==> src/rtl/dac_port_pkg.sv <==
package dac_port_pkg;
  typedef enum logic {
    PRESET_ZERO = 1'b0,
    PRESET_MID  = 1'b1
  } preset_e;
endpackage

==> src/rtl/sync_chain.sv <==
module sync_chain #(
  parameter int N = 1,
  parameter int STAGES = 2,
  parameter logic [N-1:0] INIT = '0
) (
  input  logic         clk,
  input  logic         rst,
  input  logic [N-1:0] din,
  output logic [N-1:0] level
);
  logic [N-1:0] stage_q [STAGES];

  always_ff @(posedge clk) begin
    if (rst) stage_q[0] <= INIT;
    else     stage_q[0] <= din;
  end

  for (genvar s = 1; s < STAGES; s++) begin : g_stage
    always_ff @(posedge clk) begin
      if (rst) stage_q[s] <= INIT;
      else     stage_q[s] <= stage_q[s-1];
    end
  end

  assign level = stage_q[STAGES-1];
endmodule

==> src/rtl/edge_tap.sv <==
module edge_tap #(
  parameter int N = 1,
  parameter logic [N-1:0] INIT = '0
) (
  input  logic         clk,
  input  logic         rst,
  input  logic [N-1:0] level,
  output logic [N-1:0] rise,
  output logic [N-1:0] fall
);
  logic [N-1:0] prev_q;

  always_ff @(posedge clk) begin
    if (rst) prev_q <= INIT;
    else     prev_q <= level;
  end

  assign rise = level & ~prev_q;
  assign fall = ~level & prev_q;
endmodule

==> src/rtl/serial_shifter.sv <==
module serial_shifter #(
  parameter int WIDTH = 16
) (
  input  logic             clk,
  input  logic             rst,
  input  logic             sclk_rise,
  input  logic             sclk_fall,
  input  logic             cs_level,
  input  logic             cs_fall,
  input  logic             sdi_level,
  input  logic             clear_active,
  input  logic [WIDTH-1:0] preset,
  output logic [WIDTH-1:0] stage_reg,
  output logic             sdo_data,
  output logic             sdo_drive
);
  logic shift_en;
  logic present_en;

  assign shift_en   = sclk_rise & ~cs_level;
  assign present_en = cs_fall | (sclk_fall & ~cs_level);

  always_ff @(posedge clk) begin
    if (rst)               stage_reg <= '0;
    else if (clear_active) stage_reg <= preset;
    else if (shift_en)     stage_reg <= {stage_reg[WIDTH-2:0], sdi_level};
  end

  always_ff @(posedge clk) begin
    if (rst)             sdo_data <= 1'b0;
    else if (present_en) sdo_data <= stage_reg[WIDTH-1];
  end

  always_ff @(posedge clk) begin
    if (rst) sdo_drive <= 1'b0;
    else     sdo_drive <= ~cs_level;
  end

  // deselected port keeps its staging content
  a_r2_idle_hold: assert property (@(posedge clk) disable iff (rst)
    (cs_level && !clear_active) |=> $stable(stage_reg));
  // a shift lands the sampled data bit at the bottom
  a_r1_shift_in: assert property (@(posedge clk) disable iff (rst)
    (sclk_rise && !cs_level && !clear_active) |=> stage_reg[0] == $past(sdi_level));
  // drive follows select
  a_r3_drive_off: assert property (@(posedge clk) disable iff (rst)
    cs_level |=> !sdo_drive);
  // serial output moves only on select fall or serial clock fall
  a_r8_sdo_hold: assert property (@(posedge clk) disable iff (rst)
    (!cs_fall && !sclk_fall) |=> $stable(sdo_data));
endmodule

==> src/rtl/dac_holding.sv <==
module dac_holding #(
  parameter int WIDTH = 16
) (
  input  logic             clk,
  input  logic             rst,
  input  logic             load_rise,
  input  logic             clear_active,
  input  logic [WIDTH-1:0] preset,
  input  logic [WIDTH-1:0] stage_reg,
  output logic [WIDTH-1:0] dac_q
);
  always_ff @(posedge clk) begin
    if (rst)               dac_q <= '0;
    else if (clear_active) dac_q <= preset;
    else if (load_rise)    dac_q <= stage_reg;
  end

  // holding register only moves on a load edge or a clear
  a_r4_hold: assert property (@(posedge clk) disable iff (rst)
    (!load_rise && !clear_active) |=> $stable(dac_q));
  // load edge copies the staged code
  a_r4_copy: assert property (@(posedge clk) disable iff (rst)
    (load_rise && !clear_active) |=> dac_q == $past(stage_reg));
endmodule

==> src/rtl/dac_serial_port.sv <==
module dac_serial_port #(
  parameter int WIDTH = 16,
  parameter int SYNC_STAGES = 2
) (
  input  logic             clk,
  input  logic             rst,
  input  logic             sclk,
  input  logic             cs_n,
  input  logic             sdi,
  input  logic             load,
  input  logic             clear_n,
  input  logic             preset_mid,
  output logic             sdo_data,
  output logic             sdo_drive,
  output logic [WIDTH-1:0] dac_code
);
  import dac_port_pkg::*;

  localparam logic [WIDTH-1:0] MID_CODE = {1'b1, {(WIDTH-1){1'b0}}};
  // pin vector order: clear_n, preset_mid, load, sdi, cs_n, sclk
  localparam int NPIN = 6;
  localparam logic [NPIN-1:0] PIN_IDLE = 6'b100011;
  localparam logic [2:0] EDGE_IDLE = 3'b011;

  logic [NPIN-1:0] pin_s;
  logic [2:0]      edge_rise, edge_fall;
  logic            sclk_s, cs_s, sdi_s, load_s, sel_s, clear_s;
  preset_e         kind;
  logic [WIDTH-1:0] preset;
  logic            clear_active;
  logic [WIDTH-1:0] stage_reg;

  sync_chain #(.N(NPIN), .STAGES(SYNC_STAGES), .INIT(PIN_IDLE)) u_sync (
    .clk(clk), .rst(rst),
    .din({clear_n, preset_mid, load, sdi, cs_n, sclk}),
    .level(pin_s)
  );

  assign {clear_s, sel_s, load_s, sdi_s, cs_s, sclk_s} = pin_s;

  edge_tap #(.N(3), .INIT(EDGE_IDLE)) u_edge (
    .clk(clk), .rst(rst),
    .level({load_s, cs_s, sclk_s}),
    .rise(edge_rise), .fall(edge_fall)
  );

  assign kind         = sel_s ? PRESET_MID : PRESET_ZERO;
  assign preset       = (kind == PRESET_MID) ? MID_CODE : '0;
  assign clear_active = ~clear_s;

  serial_shifter #(.WIDTH(WIDTH)) u_shift (
    .clk(clk), .rst(rst),
    .sclk_rise(edge_rise[0]), .sclk_fall(edge_fall[0]),
    .cs_level(cs_s), .cs_fall(edge_fall[1]),
    .sdi_level(sdi_s), .clear_active(clear_active),
    .preset(preset), .stage_reg(stage_reg),
    .sdo_data(sdo_data), .sdo_drive(sdo_drive)
  );

  dac_holding #(.WIDTH(WIDTH)) u_hold (
    .clk(clk), .rst(rst),
    .load_rise(edge_rise[2]), .clear_active(clear_active),
    .preset(preset), .stage_reg(stage_reg),
    .dac_q(dac_code)
  );

  // clear with mid-scale select
  a_r5_mid_preset: assert property (@(posedge clk) disable iff (rst)
    (!clear_s && sel_s) |=> (dac_code == MID_CODE && stage_reg == MID_CODE));
  // clear with zero select
  a_r6_zero_preset: assert property (@(posedge clk) disable iff (rst)
    (!clear_s && !sel_s) |=> (dac_code == '0 && stage_reg == '0));
  // system reset
  a_r9_reset: assert property (@(posedge clk)
    rst |=> (dac_code == '0 && !sdo_drive));
  // a held strobe loads nothing
  a_r10_held_load: assert property (@(posedge clk) disable iff (rst)
    (load_s && $past(load_s) && clear_s) |=> $stable(dac_code));
endmodule

==> config.mk <==
export PLATFORM = sky130hd
export DESIGN_NAME = dac_serial_port
export DESIGN_NICKNAME = d
export VERILOG_FILES = /design/src/rtl/dac_port_pkg.sv /design/src/rtl/sync_chain.sv /design/src/rtl/edge_tap.sv /design/src/rtl/serial_shifter.sv /design/src/rtl/dac_holding.sv /design/src/rtl/dac_serial_port.sv
export SDC_FILE = /design/constraint.sdc
export NUM_CORES = 1
export LEC_CHECK = 0
export CAP_MARGIN = 20
export CORE_MARGIN = 8
export CORE_UTILIZATION = 46
export CTS_CLUSTER_DIAMETER = 30
export DETAILED_ROUTE_END_ITERATION = 8
export HOLD_SLACK_MARGIN = 0.08
export PLACE_DENSITY_LB_ADDON = 0.12
export SETUP_SLACK_MARGIN = 0.15
export SLEW_MARGIN = 20
export SYNTH_ARGS = -nofsm -noshare
export SYNTH_HDL_FRONTEND = slang
export SYNTH_SLANG_ARGS = --single-unit
==> constraint.sdc <==
create_clock -name clk -period 1.4 [get_ports clk]
set_clock_uncertainty 0.15 [all_clocks]
set_input_delay 0.42 -clock clk [delete_from_list [all_inputs] [get_ports clk]]
set_output_delay 0.42 -clock clk [all_outputs]
set_load 0.005 [all_outputs]
==> metrics.yaml, run 1 <==
outcome:
  status: "finished, violations left"
  violations: "setup timing"
clocking:
  cts.sinks: 49
  cts_hold_buffers: 0
  cts-root-buf: "clkbuf_4"
  cts_tree: "done"
  htree_levels: 2
  cts_buffer_depth: 2
  path_clk_slew_ps: 140
  insertion_delay_ps: 370
  cts_buffers: 5
critical_path:
  r2r_cells: 5
  crit_chain: "buf_6"
  worst-setup-path-type: "reg -> out"
  cpPeakStageDelay_ps: 360
  cp.buffers_inverters: 1
  cp_top_family: "flip-flops"
  required_ps: 830
  end_kind: "primary output"
  cp.depth: 1
  cp_max_fo: 2
  arrival_ps: 840
  slowest_stage: "dfxtp_2"
  crit_path_start_kind: "flop"
global_routing:
  antenna_found_initial: 0
  grt_pass1_vias: 1263
  gr-total-overflow: 0
  grt_max_degree: 31
  grt_usage_pct: 13.9
  grt_pass1_wl_mm: 5.87
logic_synthesis:
  ys_warn_count: 0
  syn-num-nets: 191
  syn_inst: 183
  syn_avg_cell_area_um2: 8.96
  synth_edf_count: 0
  synth_cell_types: 18
  syn-cell-area_um2: 1640
  ys.flop_type: "dfxtp_1"
  ys_seq_elements: 49
  synthArstFlopShare_pct: 0
  ys_seq_area_share_pct: 59.8
worst_hold_path:
  min_path_cells: 1
  min_path_type: "reg -> reg"
route:
  drt_iter0_markers: 80
  route.vias.total: 1316
  ant_nets: 0
  drc_errors: 0
  firstDrtPassIters: 4
  wl_mm: 3.66
  vias_per_cell: 4.95
  wl_per_cell_um: 13.8
timing:
  setup_slack_ps: -7.77
  worst-slew-pin-transition_ps: 229
  rsz0062_at_grt: "true"
  min_period_over_period_pct: 101
  finalHoldViolCount: 0
  max_freq_ghz: 0.710
  setup_viol: 1
  slew_viol_final: 0
  slew_headroom_pct: 84.7
  min_period_ps: 1410
placement:
  hpwl_mm: 2.07
  pre_cts_ws_ps: -193
  gp_congestion: 0.722
  port_buffers: 25
die:
  core_region_area_um2: 3390
  row_count: 21
  die_y_um: 75.7
  fp.dieW_um: 75.7
  num_io_pins: 26
  start_util_pct: 48.4
  dieArea_um2: 5730
layout:
  final_common_cell: "nand2_1"
  fill_cells: 273
  finalNetCount: 228
  diodes: 0
  area_growth_pct: 42.6
  multi_input_area_um2: 810
  drive_gt1_share_pct: 52.3
  utilization_pct: 69.0
  seqCellArea_um2: 1010
  final_cell_mix: "nand2_1 (34), dfxtp_1 (29), dfxtp_2 (20), nand2_4 (16), buf_6 (16)"
power_and_ir_drop:
  p_leak_nw: 0.842
  power_density_nw_per_um2: 943
  ir_drop_mv: 0.561
run:
  maxCapViolCount: 0
[synthesized netlist by cell type, types with 2 or more instances]
library cell	count	area, um2
clkbuf_1	4	15.0
dfxtp_1	49	981
nand2b_1	4	25.0
buf_2	3	15.0
nand2_2	3	18.8
or2_2	7	43.8
a31oi_1	2	12.5
buf_6	3	33.8
o21bai_1	2	15.0
nor2b_1	9	56.3
nand2_1	61	229
a21oi_1	30	150
[metal layers]
metal,GRT usage (%),wire length [um],vias up
met5,0,0,-
met4,6.40,69,0
met3,4.87,178,8
met2,23.5,1910,27
met1,15.3,1500,623
li1,-,-,658
[metrics by stage]
step           hold slack [ps]  setup TNS [ps]  std cells  cell area [um2]  total power [W]
2_1_floorplan              239               0        183             1640          0.00151
3_3_place_gp               242           -6170        252             1960          0.00156
3_5_place_dp               246           -7070        252             1960          0.00156
4_1_cts                    276           -64.5        264             2160          0.00221
5_1_grt                    296            -688        266             2340          0.00231
6_report                   272           -7.77        266             2340          0.00221
[timing repair]
item	in CTS	in global routing
setup endpoints to repair	34	34
gates cloned	2	0
gates resized for setup	139	37
setup buffers	3	2
pin swaps	15	15
[power breakdown]
group          internal, W  switching (W)
Combinational    0.0000673      0.0000595
Sequential         0.00142      0.0000113
Clock             0.000238       0.000412
Total              0.00172       0.000483
[final cells by class]
cell class | instances | share of cell area (%)
flip-flops and latches | 49 | 43.0
inverters | 1 | 0.161
well taps | 46 | 2.46
repair buffers | 41 | 17.3
multi-input cells | 122 | 34.6
clock buffers | 7 | 2.36
[path summary, 6_finish.rpt]
path                                   start                                  to  slack (ps)
min          u_sync.stage_q[0][0]$_SDFF_PP1_     u_sync.stage_q[1][0]$_SDFF_PP1_         270
max             u_hold.dac_q[6]$_SDFFE_PP0P_                         dac_code[6]          -8
min reg2reg  u_sync.stage_q[0][0]$_SDFF_PP1_     u_sync.stage_q[1][0]$_SDFF_PP1_         270
max reg2reg  u_sync.stage_q[1][1]$_SDFF_PP1_  u_shift.stage_reg[15]$_SDFFE_PP0P_          20
[logic make-up after synthesis]
family | Yosys count | share of synthesized area, %
buffers and inverters | 12 | 4.43
flip-flops | 49 | 59.8
AND/OR/NAND/NOR | 87 | 24.3
AO/OA/AOI/OAI | 34 | 10.8
multiplexers | 1 | 0.611
Note: power is estimated with default switching activity, not from simulation.
==> run 2: changes to the inputs <==
--- a/config.mk
+++ b/config.mk
@@ -7,7 +7,7 @@
 export LEC_CHECK = 0
 export CAP_MARGIN = 20
 export CORE_MARGIN = 8
-export CORE_UTILIZATION = 46
+export CORE_UTILIZATION = 50
 export CTS_CLUSTER_DIAMETER = 30
 export DETAILED_ROUTE_END_ITERATION = 8
 export HOLD_SLACK_MARGIN = 0.08
@@ -16,4 +16,5 @@
 export SLEW_MARGIN = 20
 export SYNTH_ARGS = -nofsm -noshare
 export SYNTH_HDL_FRONTEND = slang
+export SYNTH_HIERARCHICAL = 1
 export SYNTH_SLANG_ARGS = --single-unit
==> run 2 against run 1 <==
Net effect: the flow still finishes with violations (setup timing); utilization increased by 8.3 points; sequential power grew 7%; worst setup slack worse by 62 ps; clock-buffer cell count fell by 1; combinational power grew to 3.7 times the previous value; critical endpoint is now u_shift/stage_reg[14]$_SDFFE_PP0P_.
==> metrics.yaml, run 2 <==
outcome:
  status: "finished, violations left"
  violations: "setup timing"
logic_synthesis:
  syn_inst: 207
  ys_warn_count: 6
  syn-cell-area_um2: 2210
  syn_avg_cell_area_um2: 10.7
timing:
  finalHoldViolCount: 0
  max_freq_ghz: 0.680
  min_period_over_period_pct: 105
  final.setup.tns_ps: -435
  setup_viol: 15
  rsz0062_at_grt: "true"
  min_period_ps: 1470
  setup_slack_ps: -69.6
  slew_viol_final: 0
critical_path:
  end_kind: "flop"
  crit_path_start_kind: "flop"
  rr_endpoint: "u_shift/stage_reg[14]$_SDFFE_PP0P_"
  required_ps: 1440
  r2r_cells: 5
  r2r-start: "u_sync/stage_q[1][0]$_SDFF_PP1_"
  arrival_ps: 1510
  worst-setup-path-type: "reg -> reg"
  cp_max_fo: 7
  rrSetupSlack_ps: -70
global_routing:
  grt_pass1_wl_mm: 7.65
  grt_usage_pct: 14.5
  antenna_found_initial: 0
  grt_pass1_vias: 1645
  grt_max_degree: 27
  gr-total-overflow: 0
worst_hold_path:
  min_path_cells: 1
  min_path_type: "reg -> reg"
  holdPathEnd: "u_sync/stage_q[1][1]$_SDFF_PP1_"
  hp-start: "u_sync/stage_q[0][1]$_SDFF_PP1_"
route:
  drt_iter0_markers: 108
  drc_errors: 0
  firstDrtPassIters: 4
  wl_per_cell_um: 14.4
  vias_per_cell: 5.04
  ant_nets: 0
  wl_mm: 5.03
  route.vias.total: 1755
power_and_ir_drop:
  p_leak_nw: 1.27
  ir_drop_mv: 0.598
  sw_frac_of_total_pct: 24.5
  power_density_nw_per_um2: 925
  pwr-share-clk_pct: 34.6
  p_switching_w: 0.000753
  comb_power_share_pct: 15.5
  pwr-share-seq_pct: 49.9
  finalPower_w: 0.00307
  cell_internal_pwr_w: 0.00232
placement:
  pre_cts_ws_ps: -47.7
  gp_congestion: 0.714
  port_buffers: 25
  dpl.cell_count: 315
  hpwl_mm: 2.93
clocking:
  cts_buffers: 5
  cts_buffer_depth: 2
  htree_levels: 2
  cts.sinks: 49
  cts_tree: "done"
  insertion_delay_ps: 300
  cts-root-buf: "clkbuf_8"
  cts_hold_buffers: 0
  path_clk_slew_ps: 90
run:
  maxCapViolCount: 0
layout:
  final_cells: 348
  final_cell_mix: "nor2b_1 (41), buf_4 (30), conb_1 (30), dfxtp_1 (29), dfxtp_2 (20)"
  area_growth_pct: 50.1
  final_common_cell: "nor2b_1"
  diodes: 0
  drive_gt1_share_pct: 50.3
  finalNetCount: 303
die:
  start_util_pct: 51.5
  core_region_area_um2: 4290
  die_y_um: 82.5
  dieArea_um2: 6810
  num_io_pins: 26
  fp.dieW_um: 82.5
  row_count: 24
==> run 2: cell types whose count changed in the layout (fill, tap and decap cells not counted), sizes merged, moves of 15 or more <==
cell     delta
conb       +30
nor3       +16
nor2       +15
mux2i      +15
nand2      -64
buf        +28
a211oi     +16
a2111oi    +16
a21oi      -30
nor2b      +35
==> run 2: stage by stage <==
step / instance area [um2] / util, % / hold slack [ps]
after global placement: 2810 / 65.4 / 238
after global routing: 3320 / 77.3 / 279
after CTS: 3060 / 71.3 / 272
after floorplan: 2480 / - / 233
final: 3320 / 77.3 / 268
after detailed placement: 2810 / 65.4 / 250
==> run 2: power groups by stage <==
stage	Combinational (W)	Sequential, W	Clock (W)
2_1_floorplan	0.000271	0.00154	0
3_3_place_gp	0.000386	0.00155	0
3_5_place_dp	0.000393	0.00155	0
4_1_cts	0.000404	0.00152	0.00108
5_1_grt	0.000511	0.00154	0.00114
6_report	0.000475	0.00153	0.00106
==> run 2: worst max-delay path, cell delays in order, from the launching register on <==
cell and delay [ps]:
dfxtp_2 340, nor2b_4 120, nor2b_4 290, buf_6 190
nor3_2 60, a2111oi_2 220
==> run 2: cell type report <==
class / count / area [um2]
Clock buffer: 6 / 82.6
Clock inverter: 2 / 37.5
Fill cell: 277 / 975
Inverter: 4 / 17.5
Multi-Input combinational cell: 166 / 1450
Sequential cell: 49 / 1010
Tap cell: 52 / 65.1
Timing Repair Buffer: 69 / 659
==> run 2: timing repair <==
action | 4_1_cts | 5_1_grt
buffers inserted | 13 | 10
endpoints found under the setup margin | 48 | 50
pin swaps | 15 | 7
cloned | 1 | 1
gates resized for setup | 110 | 24
==> run 2: worst max-delay path by stage <==
stage | start | endpoint | slack [ps] | depth (start not counted)
after floorplan | u_sync/stage_q[1][0]$_SDFF_PP1_ | u_shift/stage_reg[5]$_SDFFE_PP0P_ | 120 | 5
after global placement | u_sync/stage_q[1][0]$_SDFF_PP1_ | u_shift/stage_reg[12]$_SDFFE_PP0P_ | -10 | 5
after detailed placement | u_sync/stage_q[1][0]$_SDFF_PP1_ | u_shift/stage_reg[14]$_SDFFE_PP0P_ | -50 | 5
after CTS | u_sync/stage_q[1][0]$_SDFF_PP1_ | u_shift/stage_reg[14]$_SDFFE_PP0P_ | -50 | 5
after global routing | u_sync/stage_q[1][0]$_SDFF_PP1_ | u_shift/stage_reg[12]$_SDFFE_PP0P_ | -150 | 5
final | u_sync/stage_q[1][0]$_SDFF_PP1_ | u_shift/stage_reg[14]$_SDFFE_PP0P_ | -70 | 5
==> run 2: layer usage <==
| layer | track usage, % | routed length [um] | vias up |
|---|---|---|---|
| met5 | 0 | 0 | - |
| met4 | 5.69 | 78 | 0 |
| met3 | 3.46 | 173 | 8 |
| met2 | 24.4 | 2480 | 25 |
| met1 | 17.4 | 2290 | 848 |
| li1 | - | - | 874 |
